--- src/rtl/eep_pkg.sv ---
package eep_pkg;
  localparam logic [7:0] OFS_STATUS = 8'h1F;
  localparam logic [7:0] OFS_WADDR  = 8'h28;
  localparam logic [7:0] OFS_COUNT  = 8'h29;
  localparam logic [7:0] OFS_GO_RD  = 8'h2A;
  localparam logic [7:0] OFS_GO_WR  = 8'h2B;
  localparam logic [7:0] OFS_BUF    = 8'h40;

  localparam logic [7:0] OP_READ  = 8'h03;
  localparam logic [7:0] OP_WRITE = 8'h02;
  localparam logic [7:0] OP_WREN  = 8'h06;

  typedef enum logic [2:0] {
    SQ_IDLE, SQ_WREN, SQ_GAP, SQ_INSTR, SQ_AHI, SQ_ALO, SQ_DATA, SQ_TAIL
  } seq_t;

  typedef struct packed {
    logic cnt_zero;
    logic no_ack;
    logic no_if;
  } chk_t;

  function automatic logic [15:0] word_to_byte(input logic [7:0] w);
    return {7'd0, w, 1'b0};
  endfunction

  function automatic logic [7:0] pack_status(input chk_t e, input logic busy);
    return {4'd0, e.cnt_zero, e.no_ack, e.no_if, busy};
  endfunction
endpackage

--- src/rtl/eep_hostregs.sv ---
module eep_hostregs
  import eep_pkg::*;
#(
  parameter int CNT_W = 4
) (
  input  logic             clk,
  input  logic             rst_n,
  input  logic [7:0]       host_addr,
  input  logic             host_we,
  input  logic [7:0]       host_wdata,
  output logic [7:0]       host_rdata,
  input  logic             if_en,
  input  logic             dev_ack,
  input  logic             seq_done,
  input  logic [7:0]       buf_rdata,
  output logic             buf_we,
  output logic [CNT_W-1:0] buf_idx,
  output logic [7:0]       waddr_q,
  output logic [CNT_W-1:0] count_q,
  output logic             busy,
  output logic             ev_accept,
  output chk_t             ev_chk,
  output logic             launch,
  output logic             launch_wr
);
  chk_t errs;
  logic reject_q;
  logic in_win;
  logic wr_ok;

  assign wr_ok     = host_we && !busy;
  assign in_win    = (host_addr[7:CNT_W] == OFS_BUF[7:CNT_W]);
  assign buf_idx   = host_addr[CNT_W-1:0];
  assign buf_we    = wr_ok && in_win;
  assign ev_accept = wr_ok && (host_addr == OFS_GO_RD || host_addr == OFS_GO_WR);

  assign ev_chk.cnt_zero = (count_q == '0);
  assign ev_chk.no_ack   = !dev_ack;
  assign ev_chk.no_if    = !if_en;

  assign launch    = ev_accept && (ev_chk == '0);
  assign launch_wr = launch && (host_addr == OFS_GO_WR);

  always_ff @(posedge clk or negedge rst_n) begin
    if (!rst_n) begin
      busy     <= 1'b0;
      errs     <= '0;
      reject_q <= 1'b0;
      waddr_q  <= '0;
      count_q  <= '0;
    end else begin
      reject_q <= ev_accept && (ev_chk != '0);
      if (ev_accept) begin
        busy <= 1'b1;
        errs <= ev_chk;
      end else if (reject_q || seq_done) begin
        busy <= 1'b0;
      end
      if (wr_ok && host_addr == OFS_WADDR) waddr_q <= host_wdata;
      if (wr_ok && host_addr == OFS_COUNT) count_q <= host_wdata[CNT_W-1:0];
    end
  end

  always_comb begin
    host_rdata = 8'h00;
    if (in_win) host_rdata = buf_rdata;
    else begin
      case (host_addr)
        OFS_STATUS: host_rdata = pack_status(errs, busy);
        OFS_WADDR:  host_rdata = waddr_q;
        OFS_COUNT:  host_rdata = 8'(count_q);
        default:    host_rdata = 8'h00;
      endcase
    end
  end

  // busy reads 1 on the first poll after an accepted command
  a_r3_busy_after_cmd: assert property (@(posedge clk) disable iff (!rst_n)
    ev_accept |=> busy);
  // a clean start leaves all error flags clear
  a_r4_errs_clear: assert property (@(posedge clk) disable iff (!rst_n)
    (ev_accept && ev_chk == '0) |=> (errs == '0));
  // address register frozen while busy
  a_r7_waddr_frozen: assert property (@(posedge clk) disable iff (!rst_n)
    (busy && host_we && host_addr == OFS_WADDR) |=> $stable(waddr_q));
  // count register frozen while busy
  a_r7_count_frozen: assert property (@(posedge clk) disable iff (!rst_n)
    (busy && host_we && host_addr == OFS_COUNT) |=> $stable(count_q));
endmodule

--- src/rtl/eep_buf.sv ---
module eep_buf #(
  parameter int CNT_W = 4
) (
  input  logic             clk,
  input  logic             rst_n,
  input  logic             h_we,
  input  logic [CNT_W-1:0] h_idx,
  input  logic [7:0]       h_wdata,
  output logic [7:0]       h_rdata,
  input  logic             e_we,
  input  logic [CNT_W-1:0] e_widx,
  input  logic [7:0]       e_wdata,
  input  logic [CNT_W-1:0] e_ridx,
  output logic [7:0]       e_rdata
);
  localparam int DEPTH = 1 << CNT_W;

  logic [7:0] mem [DEPTH];

  for (genvar g = 0; g < DEPTH; g++) begin : g_ent
    always_ff @(posedge clk or negedge rst_n) begin
      if (!rst_n) mem[g] <= 8'h00;
      else if (h_we && h_idx == CNT_W'(g)) mem[g] <= h_wdata;
      else if (e_we && e_widx == CNT_W'(g)) mem[g] <= e_wdata;
    end
  end

  assign h_rdata = mem[h_idx];
  assign e_rdata = mem[e_ridx];
endmodule

--- src/rtl/eep_spi_byte.sv ---
module eep_spi_byte #(
  parameter int HALF = 2
) (
  input  logic       clk,
  input  logic       rst_n,
  input  logic       go,
  input  logic [7:0] tx,
  input  logic       miso,
  output logic       sck,
  output logic       mosi,
  output logic       done,
  output logic [7:0] rx
);
  localparam int HC_W = (HALF > 1) ? $clog2(HALF) : 1;

  logic            active;
  logic [2:0]      bitn;
  logic [HC_W-1:0] hcnt;
  logic [7:0]      sh;
  logic            half_end;

  assign half_end = (hcnt == HC_W'(HALF - 1));

  always_ff @(posedge clk or negedge rst_n) begin
    if (!rst_n) begin
      active <= 1'b0;
      bitn   <= '0;
      hcnt   <= '0;
      sh     <= '0;
      sck    <= 1'b0;
      mosi   <= 1'b0;
      done   <= 1'b0;
      rx     <= '0;
    end else begin
      done <= 1'b0;
      if (!active) begin
        if (go) begin
          active <= 1'b1;
          sh     <= tx;
          mosi   <= tx[7];
          sck    <= 1'b0;
          hcnt   <= '0;
          bitn   <= '0;
        end
      end else if (half_end) begin
        hcnt <= '0;
        if (!sck) begin
          sck <= 1'b1;
          rx  <= {rx[6:0], miso};
        end else begin
          sck <= 1'b0;
          if (bitn == 3'd7) begin
            active <= 1'b0;
            done   <= 1'b1;
          end else begin
            bitn <= bitn + 3'd1;
            sh   <= {sh[6:0], 1'b0};
            mosi <= sh[6];
          end
        end
      end else begin
        hcnt <= hcnt + HC_W'(1);
      end
    end
  end

  // data-out holds steady through a high clock phase
  a_r10_mosi_steady: assert property (@(posedge clk) disable iff (!rst_n)
    (sck && $past(sck)) |-> $stable(mosi));
endmodule

--- src/rtl/eep_xfer_ctl.sv ---
module eep_xfer_ctl
  import eep_pkg::*;
#(
  parameter int CNT_W = 4,
  parameter int HALF  = 2,
  parameter int GAP   = 4
) (
  input  logic       clk,
  input  logic       rst_n,
  input  logic [7:0] host_addr,
  input  logic       host_we,
  input  logic [7:0] host_wdata,
  output logic [7:0] host_rdata,
  input  logic       if_en,
  input  logic       dev_ack,
  output logic       spi_sck,
  output logic       spi_cs_n,
  output logic       spi_mosi,
  input  logic       spi_miso
);
  localparam int GW = (GAP > 1) ? $clog2(GAP) : 1;

  logic             busy, ev_accept, launch, launch_wr, seq_done;
  chk_t             ev_chk;
  logic [7:0]       waddr_q;
  logic [CNT_W-1:0] count_q;
  logic             hb_we;
  logic [CNT_W-1:0] hb_idx;
  logic [7:0]       hb_rdata;

  logic             e_we;
  logic [CNT_W-1:0] e_ridx;
  logic [7:0]       e_rdata;

  seq_t             st;
  logic             wr_lat;
  logic [CNT_W-1:0] cnt_lat, idx;
  logic [15:0]      addr_lat;
  logic [GW-1:0]    gap;
  logic             go_q, cs_q;
  logic [7:0]       tx_q;
  logic             bdone;
  logic [7:0]       brx;
  logic             last;

  eep_hostregs #(.CNT_W(CNT_W)) u_regs (
    .clk(clk), .rst_n(rst_n),
    .host_addr(host_addr), .host_we(host_we), .host_wdata(host_wdata),
    .host_rdata(host_rdata), .if_en(if_en), .dev_ack(dev_ack),
    .seq_done(seq_done), .buf_rdata(hb_rdata), .buf_we(hb_we), .buf_idx(hb_idx),
    .waddr_q(waddr_q), .count_q(count_q), .busy(busy),
    .ev_accept(ev_accept), .ev_chk(ev_chk), .launch(launch), .launch_wr(launch_wr)
  );

  eep_buf #(.CNT_W(CNT_W)) u_buf (
    .clk(clk), .rst_n(rst_n),
    .h_we(hb_we), .h_idx(hb_idx), .h_wdata(host_wdata), .h_rdata(hb_rdata),
    .e_we(e_we), .e_widx(idx), .e_wdata(brx), .e_ridx(e_ridx), .e_rdata(e_rdata)
  );

  eep_spi_byte #(.HALF(HALF)) u_spi (
    .clk(clk), .rst_n(rst_n), .go(go_q), .tx(tx_q), .miso(spi_miso),
    .sck(spi_sck), .mosi(spi_mosi), .done(bdone), .rx(brx)
  );

  assign spi_cs_n = cs_q;
  assign last     = (idx == cnt_lat - CNT_W'(1));
  assign e_ridx   = (st == SQ_ALO) ? '0 : idx + CNT_W'(1);
  assign e_we     = (st == SQ_DATA) && bdone && !wr_lat;

  always_ff @(posedge clk or negedge rst_n) begin
    if (!rst_n) begin
      st       <= SQ_IDLE;
      wr_lat   <= 1'b0;
      cnt_lat  <= '0;
      idx      <= '0;
      addr_lat <= '0;
      gap      <= '0;
      go_q     <= 1'b0;
      cs_q     <= 1'b1;
      tx_q     <= '0;
      seq_done <= 1'b0;
    end else begin
      go_q     <= 1'b0;
      seq_done <= 1'b0;
      case (st)
        SQ_IDLE: if (launch) begin
          wr_lat   <= launch_wr;
          cnt_lat  <= count_q;
          addr_lat <= word_to_byte(waddr_q);
          cs_q     <= 1'b0;
          go_q     <= 1'b1;
          tx_q     <= launch_wr ? OP_WREN : OP_READ;
          st       <= launch_wr ? SQ_WREN : SQ_INSTR;
        end
        SQ_WREN: if (bdone) begin
          cs_q <= 1'b1;
          gap  <= GW'(GAP - 1);
          st   <= SQ_GAP;
        end
        SQ_GAP: if (gap == '0) begin
          cs_q <= 1'b0;
          go_q <= 1'b1;
          tx_q <= OP_WRITE;
          st   <= SQ_INSTR;
        end else gap <= gap - GW'(1);
        SQ_INSTR: if (bdone) begin
          go_q <= 1'b1;
          tx_q <= addr_lat[15:8];
          st   <= SQ_AHI;
        end
        SQ_AHI: if (bdone) begin
          go_q <= 1'b1;
          tx_q <= addr_lat[7:0];
          st   <= SQ_ALO;
        end
        SQ_ALO: if (bdone) begin
          go_q <= 1'b1;
          tx_q <= wr_lat ? e_rdata : 8'h00;
          idx  <= '0;
          st   <= SQ_DATA;
        end
        SQ_DATA: if (bdone) begin
          if (last) begin
            cs_q <= 1'b1;
            gap  <= GW'(GAP - 1);
            st   <= SQ_TAIL;
          end else begin
            idx  <= idx + CNT_W'(1);
            go_q <= 1'b1;
            tx_q <= wr_lat ? e_rdata : 8'h00;
          end
        end
        SQ_TAIL: if (gap == '0) begin
          seq_done <= 1'b1;
          st       <= SQ_IDLE;
        end else gap <= gap - GW'(1);
        default: st <= SQ_IDLE;
      endcase
    end
  end

  // serial clock idles low outside a frame
  a_r10_sck_idle: assert property (@(posedge clk) disable iff (!rst_n)
    spi_cs_n |-> !spi_sck);
  // zero count produces no frame
  a_r5_zero_cnt_quiet: assert property (@(posedge clk) disable iff (!rst_n)
    (ev_accept && ev_chk.cnt_zero) |=> spi_cs_n);
  // a rejected start keeps the bus quiet and busy lasts one cycle
  a_r6_reject_quiet: assert property (@(posedge clk) disable iff (!rst_n)
    (ev_accept && ev_chk != '0) |=> (spi_cs_n && busy));
  a_r6_reject_short: assert property (@(posedge clk) disable iff (!rst_n)
    (ev_accept && ev_chk != '0) |-> ##2 !busy);
  // a clean start opens a frame
  a_r8_frame_open: assert property (@(posedge clk) disable iff (!rst_n)
    launch |=> !spi_cs_n);
  // busy only drops once chip select is released
  a_r11_release_first: assert property (@(posedge clk) disable iff (!rst_n)
    $fell(busy) |-> spi_cs_n);
endmodule

--- config.mk ---
export PLATFORM = sky130hd
export DESIGN_NAME = eep_xfer_ctl
export DESIGN_NICKNAME = d
export VERILOG_FILES = /design/src/rtl/eep_pkg.sv /design/src/rtl/eep_hostregs.sv /design/src/rtl/eep_buf.sv /design/src/rtl/eep_spi_byte.sv /design/src/rtl/eep_xfer_ctl.sv
export SDC_FILE = /design/constraint.sdc
export NUM_CORES = 1
export LEC_CHECK = 0
export ABC_AREA = 0
export BUFFER_PORTS_ARGS = -buffer_cell sky130_fd_sc_hd__buf_2
export CAP_MARGIN = 20
export CELL_PAD_IN_SITES_DETAIL_PLACEMENT = 0
export CELL_PAD_IN_SITES_GLOBAL_PLACEMENT = 1
export CORE_AREA = 2 2 161 163
export CTS_CLUSTER_SIZE = 28
export DETAILED_ROUTE_END_ITERATION = 7
export DIE_AREA = 0 0 163 165
export GPL_TIMING_DRIVEN = 0
export MAX_ROUTING_LAYER = met4
export PLACE_DENSITY_LB_ADDON = 0.1
export SETUP_SLACK_MARGIN = 0.3
export SYNTH_ARGS = -nofsm -noshare
export SYNTH_HDL_FRONTEND = slang
export SYNTH_HIERARCHICAL = 1
export SYNTH_SLANG_ARGS = --single-unit
export TNS_END_PERCENT = 5
--- constraint.sdc ---
create_clock -name clk -period 3.8 [get_ports clk]
set_input_delay 0.57 -clock clk [delete_from_list [all_inputs] [get_ports clk]]
set_output_delay 0.57 -clock clk [all_outputs]
set_load 0.1 [all_outputs]
==> results of run 1 <==
-- routing by layer --
| layer | global-route usage [%] | share of wire [%] |
|---|---|---|
| met1 | 49.5 | 40 |
| met2 | 56.5 | 45 |
| met3 | 8.31 | 11 |
| met4 | 16.9 | 5.2 |
| met5 | - | 0 |
-- cell type report --
class | count | area (um^2)
Tap cell | 330 | 413
Fill cell | 2234 | 11000
Clock inverter | 6 | 57.6
Clock buffer | 37 | 751
Buffer | 171 | 796
Multi-Input combinational cell | 895 | 6660
Inverter | 19 | 71.3
Antenna cell | 1 | 2.50
Timing Repair Buffer | 34 | 205
Sequential cell | 201 | 5030
-- state kept, by name, indices dropped and copies added, names as in the netlist, 2 cells and up --
name and count:
st 3, u_spi/sh 7, cnt_lat 4, u_spi/bitn 3, u_regs/waddr_q 8, u_buf/mem 128
idx 4, tx_q 8, gap 2, u_regs/errs 3, u_spi/rx 8, u_regs/count_q 4
addr_lat 8
-- how the worst max path moves through the flow --
stage                                            to                from  cells after the start
after detailed placement        tx_q[2]$_DFFE_PN0P_  idx[0]$_DFFE_PN0P_                     10
after floorplan                       host_rdata[0]        host_addr[0]                      9
after global placement    u_buf/mem[90]$_DFFE_PN0P_               rst_n                      1
after global routing                  host_rdata[3]        host_addr[0]                     11
after CTS                       tx_q[1]$_DFFE_PN0P_   st[0]$_DFFE_PN0P_                     14
final                                 host_rdata[5]        host_addr[1]                      9
-- repair_timing --
item                                    in CTS  in global routing
endpoints found under the setup margin      16                 10
pin swaps                                    0                  2
resized for setup                           20                 13
-- report_power, final --
group          leakage [nW]  total (W)  internal [W]  switching [W]
registers              2.10    0.00217       0.00215      0.0000193
logic                  2.28   0.000376      0.000109       0.000267
clock network         0.400    0.00237       0.00142       0.000953
-- cells in the final DEF (no fill, tap or decap), types with 5 or more instances in the layout --
master / n
dfrtp_1: 200
o21ai_0: 139
nand3_1: 135
nor3_1: 132
a31oi_1: 128
clkbuf_1: 120
mux4_2: 64
buf_2: 44
nand2_1: 38
mux2_2: 38
a22oi_1: 32
clkbuf_16: 25
nor2_1: 24
inv_1: 18
buf_1: 16
nor2b_1: 14
buf_6: 12
mux2_4: 10
or2_2: 10
clkbuf_8: 8
buf_4: 7
a22oi_2: 7
and2_1: 6
o2bb2ai_1: 6
mux2i_1: 6
or2_1: 6
xnor2_1: 5
a22o_1: 5
a21oi_1: 5
a221o_1: 5
ha_1: 5
clkbuf_2: 5
-- through the flow --
stage	total power [W]	std cells	worst slack [ns]	TNS, ns	util [%]
6_report	0.00492	1694	0.275	0	55.9
5_1_grt	0.00505	1694	0.225	0	55.9
4_1_cts	0.00494	1693	0.245	0	55.7
3_5_place_dp	0.00258	1650	-0.280	-0.798	52.2
3_3_place_gp	0.00257	1648	-1.48	-293.61	52.1
2_1_floorplan	0.00241	1286	0.651	0	-
-- critical path, cell delays in order --
cell and delay (ns):
buf_2 0.15, buf_4 0.12, buf_2 0.22, clkbuf_2 0.41
mux4_2 0.39, a22oi_1 0.38, nand2_1 0.17, a22o_1 0.25
buf_2 0.29
==> impl_metrics.yaml, run 1 <==
run:
  cap_violations: 0
status:
  run_status: "finished, final reports clean"
route:
  avgRoutedWirePerCell_um: 28.7
  ant_nets: 0
  drc_errors: 0
  first_pass_iters: 6
  routed_wl_um: 48600
  vias: 11800
  vias_per_cell: 6.99
  drt-initial-drc-count: 1823
setup_path:
  rr_endpoint: "tx_q[2]$_DFFE_PN0P_"
  reg2reg_slack_ns: 0.29
  critPathCaptureType: "output port"
  r2r_start: "st[0]$_DFFE_PN0P_"
  worstSetupStartpointType: "primary input"
  required_ns: 3.23
  ff2ff_path_depth: 13
  critical_path_class: "primary input to output port"
  crit_fanout: 10
  worst_ep_arrival_time_ns: 2.96
sta:
  whs_ns: 0.0738
  worstMarginPinSlew_ns: 0.951
  fin_crit_ns: 3.53
  hold_violations: 0
  slew_headroom_pct: 36.6
  rsz0062_at_grt: "true"
  setup_viol: 0
  finalMaxSlewViolations: 0
  finalCritPeriodShare_pct: 92.8
  fmax_mhz: 284
  finClkSkew_ns: 0.0311
global_routing:
  overflow: 0
  grt_pass1_wl_um: 72500
  grt.total_usage_pct: 37.7
  antenna_found_initial: 1
  grt_max_degree: 105
  grt_pass1_vias: 11300
clock_network:
  clock_latency_ns: 0.54
  clock-sinks: 201
  clk_transition_reported_paths_ns: 0.06
  hold_buffers: 0
  clockRootBuffer: "clkbuf_16"
  postCtsSetupRepairBufs: 0
  clockBufferDepth: 3
  cts_tree: "built"
  cts_buffers: 24
  h-tree-depth: 1
floorplanning:
  start_util_pct: 49.8
  dieArea_um2: 26900
  ios: 33
  die_h_um: 165
  coreArea_um2: 25000
  die_w_um: 163
  row_count: 58
yosys:
  synthCells: 1286
  syn_avg_cell_area_um2: 9.69
  synth.cell_area_um2: 12500
  syn_nets: 1313
  ys_warn_count: 6
placement:
  placed_area_um2: 13100
  dpl.hpwl_um: 34600
  port_buffers: 32
  place_congestion: 1.02
power:
  leakagePower_nw: 4.78
  power_density_nw_per_um2: 352
  ir_worst_vdd_uv: 308
finish:
  synthToLayoutAreaGrowth_pct: 12.2
  fin_area_um2: 14000
  drive_gt1_share_pct: 19.3
  final_nets: 1373
min_path:
  hp-class: "primary input to asynchronous set/reset pin"
No activity file was read; power rests on OpenSTA's default activity.
==> run 2: changes to the inputs <==
--- a/config.mk
+++ b/config.mk
@@ -6,14 +6,14 @@
 export NUM_CORES = 1
 export LEC_CHECK = 0
 export ABC_AREA = 0
-export BUFFER_PORTS_ARGS = -buffer_cell sky130_fd_sc_hd__buf_2
 export CAP_MARGIN = 20
 export CELL_PAD_IN_SITES_DETAIL_PLACEMENT = 0
 export CELL_PAD_IN_SITES_GLOBAL_PLACEMENT = 1
-export CORE_AREA = 2 2 161 163
+export CORE_AREA = 2 2 160 162
 export CTS_CLUSTER_SIZE = 28
 export DETAILED_ROUTE_END_ITERATION = 7
-export DIE_AREA = 0 0 163 165
+export DIE_AREA = 0 0 162 164
+export DONT_BUFFER_PORTS = 1
 export GPL_TIMING_DRIVEN = 0
 export MAX_ROUTING_LAYER = met4
 export PLACE_DENSITY_LB_ADDON = 0.1
==> run 2 against run 1 <==
Effect of this change:
- the flow now finishes with violations (hold timing)
- final cell count fell by 1.9%
- register-to-register slack about the same
- count of clock-buffer cells in the layout unchanged
- hold slack worse by 0.34 ns
- routed wire length is 0.97% lower
- first-iteration DRC count down 4.9%
- critical path type unchanged
==> impl_metrics.yaml, run 2 (synthesized netlist as in run 1, its figures left out) <==
finish:
  final_nets: 1341
  final_cell_mix: "dfrtp_1 (200), o21ai_0 (139), nand3_1 (135)"
  top_register: "u_buf/mem"
  drive_gt1_share_pct: 17.7
  synthToLayoutAreaGrowth_pct: 10.4
  largest_reg_flops: 128
  antenna_cells: 0
  layout_commonest_cell: "dfrtp_1"
status:
  run_status: "finished with violations"
  failed_checks: "hold timing"
clock_network:
  clockBufferDepth: 3
  h-tree-depth: 1
  cts_tree: "built"
  clk_transition_reported_paths_ns: 0.06
  clockRootBuffer: "clkbuf_16"
  clock-sinks: 201
  clock_latency_ns: 0.55
  cts_buffers: 25
setup_path:
  critPathCaptureType: "output port"
  ff2ff_path_depth: 10
  rr_endpoint: "tx_q[2]$_DFFE_PN0P_"
  required_ns: 3.23
  r2r_start: "idx[0]$_DFFE_PN0P_"
  worstSetupStartpointType: "primary input"
  cp-startpoint: "host_addr[0]"
  reg2reg_slack_ns: 0.29
  critical_path_class: "primary input to output port"
  worst_ep_arrival_time_ns: 3.03
  crit_fanout: 10
  worstSetupEndpoint: "host_rdata[1]"
global_routing:
  grt_max_degree: 202
  grt_pass1_vias: 11200
  grt_pass1_wl_um: 72300
  antenna_found_initial: 0
  overflow: 0
  grt.total_usage_pct: 37.7
power:
  ir_worst_vdd_uv: 387
  power_density_nw_per_um2: 353
  leakagePower_nw: 4.62
floorplanning:
  ios: 33
  die_w_um: 162
  row_count: 58
  die_h_um: 164
  start_util_pct: 50.2
  coreArea_um2: 24800
  dieArea_um2: 26600
sta:
  hold_violations: 201
  finClkSkew_ns: 0.0268
  whs_ns: -0.270
  setup_viol: 0
  finalMaxSlewViolations: 0
  rsz0062_at_grt: "true"
  fin_crit_ns: 3.60
  finalCritPeriodShare_pct: 94.7
  fmax_mhz: 278
  slew_headroom_pct: 32.9
  worstMarginPinSlew_ns: 1.01
  setup_tns_ns: 0
route:
  vias: 11700
  vias_per_cell: 7.04
  first_pass_iters: 8
  drc_errors: 0
  ant_nets: 0
  drt-initial-drc-count: 1734
  routed_wl_um: 48200
  avgRoutedWirePerCell_um: 29.0
min_path:
  hp-class: "primary input to asynchronous set/reset pin"
run:
  cap_violations: 0
placement:
  port_buffers: 0
  dpl.hpwl_um: 34600
  place_congestion: 0.987
-- run 2: changes by cell type in the layout (fill, tap and decap cells not counted), moves of 2 or more --
cell and change:
a221o_1 -4, a22oi_2 -2, buf_8 -2, a22oi_1 +2, buf_6 -2, a22o_2 +3, buf_2 -29, a22o_1 -3
a221o_2 +4
-- run 2: where the power goes --
group | total [W] | internal (W) | switching, W
clock network | 0.00237 | 0.00141 | 0.000966
registers | 0.00217 | 0.00216 | 0.0000186
logic | 0.000305 | 0.0000941 | 0.000211
-- run 2: worst max-delay path, stage by stage --
cell	delay [ns]
buf_4	0.09
buf_2	0.23
buf_4	0.30
mux4_2	0.55
a22oi_1	0.41
nand2_1	0.15
inv_1	0.10
o32ai_1	0.08
a221o_2	0.54
-- run 2: repair_timing --
item,CTS,global route
hold endpoints to repair,201,201
cloned,0,0
pin swaps,0,0
setup endpoints to repair,10,11
gates resized for setup,17,16
setup buffers,0,0
-- run 2: per-layer routing --
metal | vias up | share of wire, % | GRT usage [%]
met4 | 0 | 5.2 | 15.9
met2 | 791 | 45 | 57.0
li1 | 4943 | - | -
met5 | - | 0 | -
met3 | 162 | 11 | 8.36
met1 | 5793 | 38 | 49.6
-- run 2: area by class of cell --
type	instances	area (um^2)
fill	2263	11100
multi-input combinational	895	6660
sequential	201	5030
buffer	171	778
clock buffer	37	741
tap	330	413
inverter	19	71.3
clock inverter	7	67.6
timing repair buffer	1	5.00
-- run 2: how the worst min path moves through the flow --
stage	start	endpoint	slack [ns]
final	rst_n	st[1]$_DFFE_PN0P_	-0.27
after global placement	rst_n	gap[0]$_DFFE_PN0P_	0.28
after CTS	rst_n	wr_lat$_DFFE_PN0P_	-0.28
after floorplan	rst_n	addr_lat[1]$_DFFE_PN0P_	0.27
after global routing	rst_n	u_buf/mem[32]$_DFFE_PN0P_	-0.28
after detailed placement	rst_n	gap[0]$_DFFE_PN0P_	0.28
-- run 2: metrics by stage --
step	area [um^2]	power, W	instances	utilization [%]	worst slack, ns
2_1_floorplan	12500	0.00241	1286	-	0.651
3_3_place_gp	12900	0.00250	1616	51.9	-0.175
3_5_place_dp	12900	0.00250	1617	51.9	-0.204
4_1_cts	13700	0.00488	1661	55.3	0.197
5_1_grt	13800	0.00499	1661	55.5	0.204
6_report	13800	0.00485	1661	55.5	0.200
==> run 3: changes to the inputs <==
--- a/config.mk
+++ b/config.mk
@@ -16,7 +16,7 @@
 export DONT_BUFFER_PORTS = 1
 export GPL_TIMING_DRIVEN = 0
 export MAX_ROUTING_LAYER = met4
-export PLACE_DENSITY_LB_ADDON = 0.1
+export PLACE_DENSITY = 0.87
 export SETUP_SLACK_MARGIN = 0.3
 export SYNTH_ARGS = -nofsm -noshare
 export SYNTH_HDL_FRONTEND = slang
==> run 3 against run 2 <==
Effect of this change:
- first-iteration DRC count up 20%
- largest cell class unchanged
- the run still ends with hold timing left
- routed wire length down 2.5%
- core utilization down 0.19 points
==> impl_metrics.yaml, run 3 (synthesized netlist as in run 1, its figures left out) <==
status:
  run_status: "finished with violations"
  failed_checks: "hold timing"
power:
  power_density_nw_per_um2: 349
  p_comb_share_pct: 6.3
  power.internal_w: 0.00362
  seqPwrFrac_pct: 45.4
  pwr-share-clk_pct: 48.3
  p_total_w: 0.00478
  leakagePower_nw: 4.60
  ir_worst_vdd_uv: 262
  p_sw_w: 0.00117
  p_sw_share_pct: 24.4
setup_path:
  critPathCaptureType: "output port"
  crit_fanout: 10
  worstSetupStartpointType: "primary input"
  required_ns: 3.23
  critical_path_class: "primary input to output port"
  worst_ep_arrival_time_ns: 2.93
clock_network:
  h-tree-depth: 1
  clockRootBuffer: "clkbuf_16"
  clock_latency_ns: 0.54
  clk_transition_reported_paths_ns: 0.06
  cts_tree: "built"
  clockBufferDepth: 3
  clock-sinks: 201
  cts_buffers: 23
min_path:
  hp-class: "primary input to asynchronous set/reset pin"
route:
  first_pass_iters: 7
  drc_errors: 0
  ant_nets: 0
  vias_per_cell: 7.08
  drt-initial-drc-count: 2080
  avgRoutedWirePerCell_um: 28.3
  routed_wl_um: 46900
  vias: 11800
sta:
  worstMarginPinSlew_ns: 1.08
  hold_violations: 201
  fmax_mhz: 286
  setup_viol: 0
  finClkSkew_ns: 0.0235
  finalCritPeriodShare_pct: 92.1
  finalMaxSlewViolations: 0
  rsz0062_at_grt: "true"
  whs_ns: -0.273
  setup_tns_ns: 0
  slew_headroom_pct: 27.9
  fin_crit_ns: 3.50
floorplanning:
  coreArea_um2: 24800
  ios: 33
  row_count: 58
  die_h_um: 164
  dieArea_um2: 26600
  start_util_pct: 50.2
  die_w_um: 162
global_routing:
  grt.total_usage_pct: 36.7
  antenna_found_initial: 2
  grt_pass1_wl_um: 70500
  grt_pass1_vias: 11300
  overflow: 0
  grt_max_degree: 202
finish:
  final_nets: 1339
  largest_reg_flops: 128
  top_register: "u_buf/mem"
  final_cell_mix: "dfrtp_1 (200), o21ai_0 (139), nand3_1 (135)"
  synthToLayoutAreaGrowth_pct: 10.0
  drive_gt1_share_pct: 17.3
  layout_commonest_cell: "dfrtp_1"
placement:
  place_congestion: 1.06
  port_buffers: 0
  dpl.hpwl_um: 33300
run:
  cap_violations: 0
## run 3: cell count changes in the layout (fill, tap and decap cells not counted), moves of 2 or more
cell	change
diode_2	+4
clkbuf_1	-2
clkbuf_16	-2
bufinv_16	+2
clkinv_2	+2
clkbuf_8	-4
## run 3: critical path, cell delays in order
cell	delay (ns)
buf_4	0.08
buf_2	0.24
clkbuf_4	0.36
mux4_2	0.54
a22oi_1	0.37
nand2_1	0.17
a22o_1	0.59
## run 3: metal layers
layer | up-vias | GRT usage (%) | routed length (um)
met2 | 927 | 54.0 | 20600
met3 | 203 | 9.90 | 5890
met4 | 0 | 16.6 | 2750
met5 | - | - | 0
li1 | 4922 | - | -
met1 | 5699 | 47.7 | 17700
## run 3: final cells by class
type,count,area [um^2]
Antenna cell,4,10.0
Buffer,171,781
Clock buffer,29,628
Clock inverter,10,129
Fill cell,2233,11100
Inverter,19,71.3
Multi-Input combinational cell,895,6650
Sequential cell,201,5030
Tap cell,330,413
Timing Repair Buffer,1,5.00
## run 3: what timing repair did
action	4_1_cts	5_1_grt
setup endpoints to repair	10	11
setup buffers	0	0
resized for setup	11	24
endpoints found under the hold margin	201	201
## run 3: path summary, 6_finish.rpt
check                                     startpoint                          to  slack [ns]  cells past startpoint
setup / recovery                        host_addr[0]               host_rdata[6]        0.30                      7
setup reg to reg                  idx[0]$_DFFE_PN0P_         tx_q[1]$_DFFE_PN0P_        0.30                     11
hold reg to reg            u_regs/reject_q$_DFF_PN0_     u_regs/busy$_DFFE_PN0P_        0.42                      1
min in group clk                               if_en  u_regs/errs[0]$_DFFE_PN0P_        0.13                      1
hold / removal                                 rst_n           st[1]$_DFFE_PN0P_       -0.27                      0
max in group asynchronous                      rst_n     addr_lat[2]$_DFFE_PN0P_        3.49                      0
## run 3: power by group through the flow
stage	Combinational, W	Sequential [W]	Clock [W]
floorplan	0.000206	0.00221	0
global placement	0.000286	0.00221	0
detailed placement	0.000287	0.00221	0
CTS	0.000288	0.00217	0.00232
global route	0.000311	0.00217	0.00241
finish	0.000302	0.00217	0.00231
## run 3: stage by stage
step / worst slack, ns / std cells / area, um^2 / util [%]
6_report: 0.300 / 1660 / 13700 / 55.3
3_5_place_dp: -0.184 / 1617 / 12900 / 51.9
2_1_floorplan: 0.651 / 1286 / 12500 / -
5_1_grt: 0.250 / 1659 / 13700 / 55.3
4_1_cts: 0.220 / 1656 / 13700 / 55.0
3_3_place_gp: -0.185 / 1616 / 12900 / 51.9
